===== config.mk =====
export PLATFORM = sky130hd
export DESIGN_NAME = tlbgw_top
export DESIGN_NICKNAME = d
export VERILOG_FILES = /design/src/rtl/tlbgw_pkg.sv /design/src/rtl/tlbgw_gate.sv /design/src/rtl/tlbgw_compose.sv /design/src/rtl/tlbgw_dupscan.sv /design/src/rtl/tlbgw_top.sv
export SDC_FILE = /design/constraint.sdc
export NUM_CORES = 2
export LEC_CHECK = 0
export ABC_CLOCK_PERIOD_IN_PS = 8800
export CORE_MARGIN = 2
export CORE_UTILIZATION = 35
export DETAILED_ROUTE_END_ITERATION = 16
export PLACE_DENSITY = 0.51
export SYNTH_ARGS = -nofsm -noshare
export SYNTH_HDL_FRONTEND = slang
export SYNTH_SLANG_ARGS = --single-unit

===== constraint.sdc =====
create_clock -name clk -period 8.8 [get_ports clk]
set_input_delay 1.76 -clock clk [delete_from_list [all_inputs] [get_ports clk]]
set_output_delay 1.76 -clock clk [all_outputs]
set_load 0.005 [all_outputs]

===== src/rtl/tlbgw_pkg.sv =====
package tlbgw_pkg;

    localparam int VPN2_W = 19;
    localparam int ASID_W = 8;
    localparam int PFN_W  = 20;
    localparam int MASK_W = 8;
    localparam int CA_W   = 3;
    localparam int GID_W  = 4;
    localparam int RGN_W  = 2;

    typedef struct packed {
        logic [CA_W-1:0]  c;
        logic             d;
        logic             v;
        logic [PFN_W-1:0] pfn;
    } page_t;

    typedef struct packed {
        logic [VPN2_W-1:0] vpn2;
        logic [ASID_W-1:0] asid;
        logic [RGN_W-1:0]  r;
        logic [MASK_W-1:0] mask;
        logic              g;
        page_t             p0;
        page_t             p1;
        logic [GID_W-1:0]  gid;
        logic              hwinv;
    } entry_t;

    typedef enum logic [2:0] {
        OUT_NONE,
        OUT_CU,
        OUT_RI,
        OUT_IDX,
        OUT_MC,
        OUT_DONE
    } outcome_t;

    function automatic entry_t reset_entry();
        entry_t e;
        e       = '0;
        e.hwinv = 1'b1;
        return e;
    endfunction

    function automatic logic [VPN2_W-1:0] vpn_span(input logic [MASK_W-1:0] m);
        return {{(VPN2_W-MASK_W){1'b0}}, m};
    endfunction

    function automatic logic [PFN_W-1:0] pfn_span(input logic [MASK_W-1:0] m);
        return {{(PFN_W-MASK_W){1'b0}}, m};
    endfunction

endpackage


===== src/rtl/tlbgw_gate.sv =====
module tlbgw_gate
    import tlbgw_pkg::*;
#(
    parameter int NUM_ENTRIES = 16,
    parameter int VAR_ENTRIES = 8,
    parameter int IDXI_W      = 6,
    parameter logic [MASK_W-1:0] FIX_MASK = 8'h03
) (
    input  logic              strobe,
    input  logic              cop_en,
    input  logic              vz_cap,
    input  logic              eh_inv,
    input  logic [IDXI_W-1:0] idx_in,
    input  logic [MASK_W-1:0] pg_mask,
    input  logic [VPN2_W-1:0] eh_vpn2,
    output outcome_t          outcome,
    output logic              commit
);
    localparam int FIX_N  = NUM_ENTRIES - VAR_ENTRIES;
    localparam int FIX_IW = (FIX_N > 1) ? $clog2(FIX_N) : 1;
    localparam logic [IDXI_W-1:0] LIMIT = IDXI_W'(NUM_ENTRIES);
    localparam logic [IDXI_W-1:0] VBASE = IDXI_W'(VAR_ENTRIES);

    logic              in_range;
    logic              in_fixed;
    logic              size_bad;
    logic              vpn_bad;
    logic              fix_fault;
    logic [IDXI_W-1:0] fix_off;

    assign in_range  = idx_in < LIMIT;
    assign in_fixed  = idx_in >= VBASE;
    assign fix_off   = idx_in - VBASE;
    assign size_bad  = pg_mask != FIX_MASK;
    assign vpn_bad   = eh_vpn2[FIX_IW-1:0] != fix_off[FIX_IW-1:0];
    assign fix_fault = in_fixed && (size_bad || vpn_bad) && !eh_inv;

    always_comb begin
        if (!strobe)         outcome = OUT_NONE;
        else if (!cop_en)    outcome = OUT_CU;
        else if (!vz_cap)    outcome = OUT_RI;
        else if (!in_range)  outcome = OUT_IDX;
        else if (fix_fault)  outcome = OUT_MC;
        else                 outcome = OUT_DONE;
    end

    assign commit = outcome == OUT_DONE;

endmodule


===== src/rtl/tlbgw_compose.sv =====
module tlbgw_compose
    import tlbgw_pkg::*;
(
    input  logic [1:0]        inv_lvl,
    input  logic              gid_en,
    input  logic [GID_W-1:0]  root_gid,
    input  logic [VPN2_W-1:0] eh_vpn2,
    input  logic [ASID_W-1:0] eh_asid,
    input  logic [RGN_W-1:0]  eh_r,
    input  logic              eh_inv,
    input  page_t             lo0,
    input  page_t             lo1,
    input  logic              lo0_g,
    input  logic              lo1_g,
    input  logic [MASK_W-1:0] pg_mask,
    input  entry_t            prior,
    output entry_t            fresh
);
    always_comb begin
        fresh.vpn2   = eh_vpn2 & ~vpn_span(pg_mask);
        fresh.asid   = eh_asid;
        fresh.r      = eh_r;
        fresh.mask   = pg_mask;
        fresh.g      = lo0_g & lo1_g;
        fresh.p0     = lo0;
        fresh.p0.pfn = lo0.pfn & ~pfn_span(pg_mask);
        fresh.p1     = lo1;
        fresh.p1.pfn = lo1.pfn & ~pfn_span(pg_mask);
        fresh.gid    = gid_en ? root_gid : prior.gid;
        fresh.hwinv  = (inv_lvl >= 2'd2) ? eh_inv : prior.hwinv;
    end

endmodule


===== src/rtl/tlbgw_dupscan.sv =====
module tlbgw_dupscan
    import tlbgw_pkg::*;
#(
    parameter int NUM_ENTRIES = 16,
    parameter int IW          = 4
) (
    input  entry_t                 tbl [NUM_ENTRIES],
    input  entry_t                 cand,
    input  logic [IW-1:0]          slot,
    output logic [NUM_ENTRIES-1:0] hit
);
    for (genvar k = 0; k < NUM_ENTRIES; k++) begin : g_cmp
        logic [VPN2_W-1:0] care;
        logic              vpn_eq;
        logic              asid_eq;
        logic              tag_eq;

        assign care    = ~vpn_span(tbl[k].mask | cand.mask);
        assign vpn_eq  = ((tbl[k].vpn2 ^ cand.vpn2) & care) == '0;
        assign asid_eq = tbl[k].g | cand.g | (tbl[k].asid == cand.asid);
        assign tag_eq  = (tbl[k].r == cand.r) && (tbl[k].gid == cand.gid);
        assign hit[k]  = (slot != IW'(k)) && !tbl[k].hwinv && vpn_eq && asid_eq && tag_eq;
    end

endmodule


===== src/rtl/tlbgw_top.sv =====
module tlbgw_top
    import tlbgw_pkg::*;
#(
    parameter int NUM_ENTRIES = 16,
    parameter int VAR_ENTRIES = 8,
    parameter int IDXI_W      = 6,
    parameter logic [MASK_W-1:0] FIX_MASK = 8'h03,
    localparam int IW = $clog2(NUM_ENTRIES)
) (
    input  logic              clk,
    input  logic              rst,
    input  logic              wr_stb,
    input  logic              cop_en,
    input  logic              vz_cap,
    input  logic [1:0]        inv_lvl,
    input  logic              gid_en,
    input  logic [GID_W-1:0]  root_gid,
    input  logic [IDXI_W-1:0] idx_in,
    input  logic [VPN2_W-1:0] eh_vpn2,
    input  logic [ASID_W-1:0] eh_asid,
    input  logic [RGN_W-1:0]  eh_r,
    input  logic              eh_inv,
    input  logic [PFN_W-1:0]  lo0_pfn,
    input  logic [CA_W-1:0]   lo0_c,
    input  logic              lo0_d,
    input  logic              lo0_v,
    input  logic              lo0_g,
    input  logic [PFN_W-1:0]  lo1_pfn,
    input  logic [CA_W-1:0]   lo1_c,
    input  logic              lo1_d,
    input  logic              lo1_v,
    input  logic              lo1_g,
    input  logic [MASK_W-1:0] pg_mask,
    output logic              cu_o,
    output logic              ri_o,
    output logic              idx_err_o,
    output logic              mcheck_o,
    output logic              done_o,
    output logic              dup_o,
    input  logic [IW-1:0]     rd_idx,
    output logic [VPN2_W-1:0] rd_vpn2,
    output logic [ASID_W-1:0] rd_asid,
    output logic [RGN_W-1:0]  rd_r,
    output logic [MASK_W-1:0] rd_mask,
    output logic              rd_g,
    output logic [PFN_W-1:0]  rd_pfn0,
    output logic [CA_W-1:0]   rd_c0,
    output logic              rd_d0,
    output logic              rd_v0,
    output logic [PFN_W-1:0]  rd_pfn1,
    output logic [CA_W-1:0]   rd_c1,
    output logic              rd_d1,
    output logic              rd_v1,
    output logic [GID_W-1:0]  rd_gid,
    output logic              rd_hwinv
);
    entry_t                 tbl [NUM_ENTRIES];
    entry_t                 prior;
    entry_t                 fresh;
    entry_t                 view;
    page_t                  lo0;
    page_t                  lo1;
    outcome_t               outcome;
    logic                   commit;
    logic                   purge;
    logic [IW-1:0]          slot;
    logic [NUM_ENTRIES-1:0] hit;

    assign slot  = idx_in[IW-1:0];
    assign prior = tbl[slot];
    assign lo0   = '{c: lo0_c, d: lo0_d, v: lo0_v, pfn: lo0_pfn};
    assign lo1   = '{c: lo1_c, d: lo1_d, v: lo1_v, pfn: lo1_pfn};
    assign purge = commit && !eh_inv;

    tlbgw_gate #(
        .NUM_ENTRIES (NUM_ENTRIES),
        .VAR_ENTRIES (VAR_ENTRIES),
        .IDXI_W      (IDXI_W),
        .FIX_MASK    (FIX_MASK)
    ) u_gate (
        .strobe  (wr_stb),
        .cop_en  (cop_en),
        .vz_cap  (vz_cap),
        .eh_inv  (eh_inv),
        .idx_in  (idx_in),
        .pg_mask (pg_mask),
        .eh_vpn2 (eh_vpn2),
        .outcome (outcome),
        .commit  (commit)
    );

    tlbgw_compose u_compose (
        .inv_lvl  (inv_lvl),
        .gid_en   (gid_en),
        .root_gid (root_gid),
        .eh_vpn2  (eh_vpn2),
        .eh_asid  (eh_asid),
        .eh_r     (eh_r),
        .eh_inv   (eh_inv),
        .lo0      (lo0),
        .lo1      (lo1),
        .lo0_g    (lo0_g),
        .lo1_g    (lo1_g),
        .pg_mask  (pg_mask),
        .prior    (prior),
        .fresh    (fresh)
    );

    tlbgw_dupscan #(
        .NUM_ENTRIES (NUM_ENTRIES),
        .IW          (IW)
    ) u_dupscan (
        .tbl  (tbl),
        .cand (fresh),
        .slot (slot),
        .hit  (hit)
    );

    always_ff @(posedge clk) begin
        if (rst) begin
            for (int k = 0; k < NUM_ENTRIES; k++) tbl[k] <= reset_entry();
            cu_o      <= 1'b0;
            ri_o      <= 1'b0;
            idx_err_o <= 1'b0;
            mcheck_o  <= 1'b0;
            done_o    <= 1'b0;
            dup_o     <= 1'b0;
        end else begin
            cu_o      <= outcome == OUT_CU;
            ri_o      <= outcome == OUT_RI;
            idx_err_o <= outcome == OUT_IDX;
            mcheck_o  <= outcome == OUT_MC;
            done_o    <= outcome == OUT_DONE;
            dup_o     <= purge && (|hit);
            if (commit) begin
                for (int k = 0; k < NUM_ENTRIES; k++) begin
                    if (slot == IW'(k))         tbl[k]       <= fresh;
                    else if (purge && hit[k])   tbl[k].hwinv <= 1'b1;
                end
            end
        end
    end

    assign view     = tbl[rd_idx];
    assign rd_vpn2  = view.vpn2;
    assign rd_asid  = view.asid;
    assign rd_r     = view.r;
    assign rd_mask  = view.mask;
    assign rd_g     = view.g;
    assign rd_pfn0  = view.p0.pfn;
    assign rd_c0    = view.p0.c;
    assign rd_d0    = view.p0.d;
    assign rd_v0    = view.p0.v;
    assign rd_pfn1  = view.p1.pfn;
    assign rd_c1    = view.p1.c;
    assign rd_d1    = view.p1.d;
    assign rd_v1    = view.p1.v;
    assign rd_gid   = view.gid;
    assign rd_hwinv = view.hwinv;

endmodule


==> flow_summary.json <==
{
  "cts.repair.resized": 0,
  "status": "complete, no violations",
  "max_slew.worst_pin.slew_ps": 1407,
  "die_w_um": 453.8,
  "period_share": 0.7384,
  "worstPathMaxFanout": 71,
  "clk_latency_ps": 840,
  "yosys.area.top_type": "dfxtp_1",
  "routed_wl_mm": 267.8,
  "fmax_mhz": 153.9,
  "post_cts_buffers": 0,
  "routed_via_density": 5.520,
  "ys.warnings.count": 0,
  "maxCapViolations": 0,
  "antenna_found_initial": 15,
  "setup_slack_ps": 2302,
  "track_usage": 0.2538,
  "dp_cells": 10538,
  "overflow": 0,
  "tns_ps": 0,
  "io_pins": 211,
  "layout-drive-gt1-share": 0.1127,
  "crit_path_end_kind": "output pin",
  "synth_commonest_cells": "nand2_1, a21oi_1, dfxtp_1, nor2_1, clkbuf_1",
  "cts.htree.levels": 4,
  "syn_nets": 8504,
  "cp.required_ps": 7040,
  "dr.pass1.iters": 6,
  "rsz0062_at_grt": "no",
  "clock_tree.buffer_depth": 3,
  "clkTransAtPathRegs_ps": 60,
  "cp_slowest_stage_delay_ps": 680,
  "crit_chain": "buf_8 -> buf_12 -> mux4_2 -> mux4_2 -> clkdlybuf4s50_1",
  "nNetsFinal": 8149,
  "fin_area_um2": 79740,
  "crit_slowest_cell": "buf_8",
  "setup_viol": 0,
  "syn_inst": 8392,
  "synth_area_leaders": "dfxtp_1, mux4_2, nand2_1",
  "synth_most_common_cell": "nand2_1",
  "critPathKind": "in2out",
  "synth.top_cell.area_share": 0.4224,
  "design.core.area_um2": 201700,
  "switching_share": 0.2428,
  "drc": 0,
  "synth_area_per_cell_um2": 8.437,
  "gp_congestion": 0.8967,
  "worstPathArrival_ps": 4740,
  "cp.buffers_inverters": 3,
  "tritoncts": "built",
  "fp.dieArea_um2": 205900,
  "critPathMostFrequentCell": "mux4_2",
  "ys.flop_type": "dfxtp_1",
  "drtIter0Drc": 5947,
  "cts_buffers": 168,
  "place_ws_ps": 1850,
  "holdWs_ps": 451.7,
  "io_buffers": 209,
  "row_count": 165,
  "vias": 59819,
  "dpl_cell_area_um2": 74260,
  "synthArstFlopShare": 0,
  "hold_viol_final": 0,
  "start_util": 0.3510,
  "seqPwrFrac": 0.459,
  "ant_nets": 0,
  "cp-start-kind": "input port",
  "yosysSeqAreaShare": 0.4224,
  "grt_pass1_vias": 56681,
  "slew_violations": 0,
  "cpLargestDelayFamily": "buffers and inverters",
  "synthToLayoutAreaGrowth_pct": 12.62,
  "clkPwrFrac": 0.480,
  "power.density_nw_per_um2": 185.0,
  "dp_hpwl_mm": 162.8,
  "cts-root-buf": "clkbuf_16",
  "clkSinkCount": 1494,
  "min_period_ps": 6498,
  "die_h_um": 453.8,
  "synth-seq-cells": 1494,
  "relSlewSlack": 0.05344,
  "finClkSkew_ps": 29.32,
  "switchingPower_mw": 3.581,
  "synth_area_um2": 70800,
  "leakagePower_nw": 26.15,
  "ir_drop_mv": 0.1268,
  "cts_hold_buf": 0,
  "layout.cells.non_filler": 10837,
  "combPwrFrac": 0.061,
  "avgRoutedWirePerCell_um": 24.71,
  "synth_edf_count": 0,
  "ys_types": 59,
  "grt_max_degree": 215,
  "grt_pass1_wl_mm": 391.0,
  "hold_path.class": "reg2reg",
  "p_int_mw": 11.17
}
==> cell usage in the layout (no fill, tap or decap), types with 145 or more instances in the layout <==
master / n
nor2_1: 938
xnor2_1: 280
nand2_1: 2072
clkdlybuf4s50_1: 191
mux4_2: 477
nor3_1: 145
dfxtp_1: 1494
xor2_1: 240
a21oi_1: 1495
clkbuf_16: 172
==> routing by layer <==
metal / vias to the layer above / track usage / share of wire
met2: 2207 / 0.4106 / 0.47
met3: 431 / 0.03712 / 0.067
met1: 29604 / 0.3439 / 0.43
li1: 27565 / - / -
met4: 12 / 0.09167 / 0.037
met5: - / 0 / 0.00029
==> power groups by stage <==
stage	logic, mW	clock network [mW]	registers, mW
finish	0.906	7.08	6.77
global placement	0.900	0	6.92
floorplan	0.594	0	6.92
global route	0.952	7.47	6.77
CTS	0.902	7.18	6.77
detailed placement	0.900	0	6.92
==> path summary, 6_finish.rpt <==
check                                from    endpoint  slack (ps)  depth (start not counted)
worst min register to register   tbl[700]    tbl[700]         450                          2
worst max register to register  tbl[1464]       dup_o        4390                          9
worst min-delay path             tbl[700]    tbl[700]         450                          2
worst max-delay path            rd_idx[0]  rd_mask[0]        2300                          5
==> through the flow <==
stage | utilization | power [mW]
floorplan | - | 7.513
global placement | 0.3682 | 7.820
detailed placement | 0.3682 | 7.819
CTS | 0.3952 | 14.85
global route | 0.3953 | 15.19
finish | 0.3953 | 14.75
==> tightest hold or removal path, stage by stage, from the launching register on <==
cell and delay [ps]:
dfxtp_1 310, nand2_1 50, a21oi_1 50
==> cell families after synthesis <==
family                 share of synthesized area
buffers and inverters                    0.04913
AO/OA/AOI/OAI                             0.1157
multiplexers                              0.1557
AND/OR/NAND/NOR                           0.1927
XOR/XNOR                                 0.06432
flip-flops                                0.4224
==> area by class of cell <==
cell class	count	area [µm²]
clock inverters	36	456.7
multi-input cells	6019	37620
fillers	19942	122000
repair buffers	347	3369
well taps	2672	3343
diodes	5	12.51
clock buffers	257	5004
flip-flops and latches	1494	29910
inverters	7	26.28
==> state kept, by name, summed over array words and instances (netlist names) <==
signal / flops
tbl: 1488
idx_err_o: 1
ri_o: 1
cu_o: 1
dup_o: 1
done_o: 1
mcheck_o: 1
(Power assumes the default switching activity.)
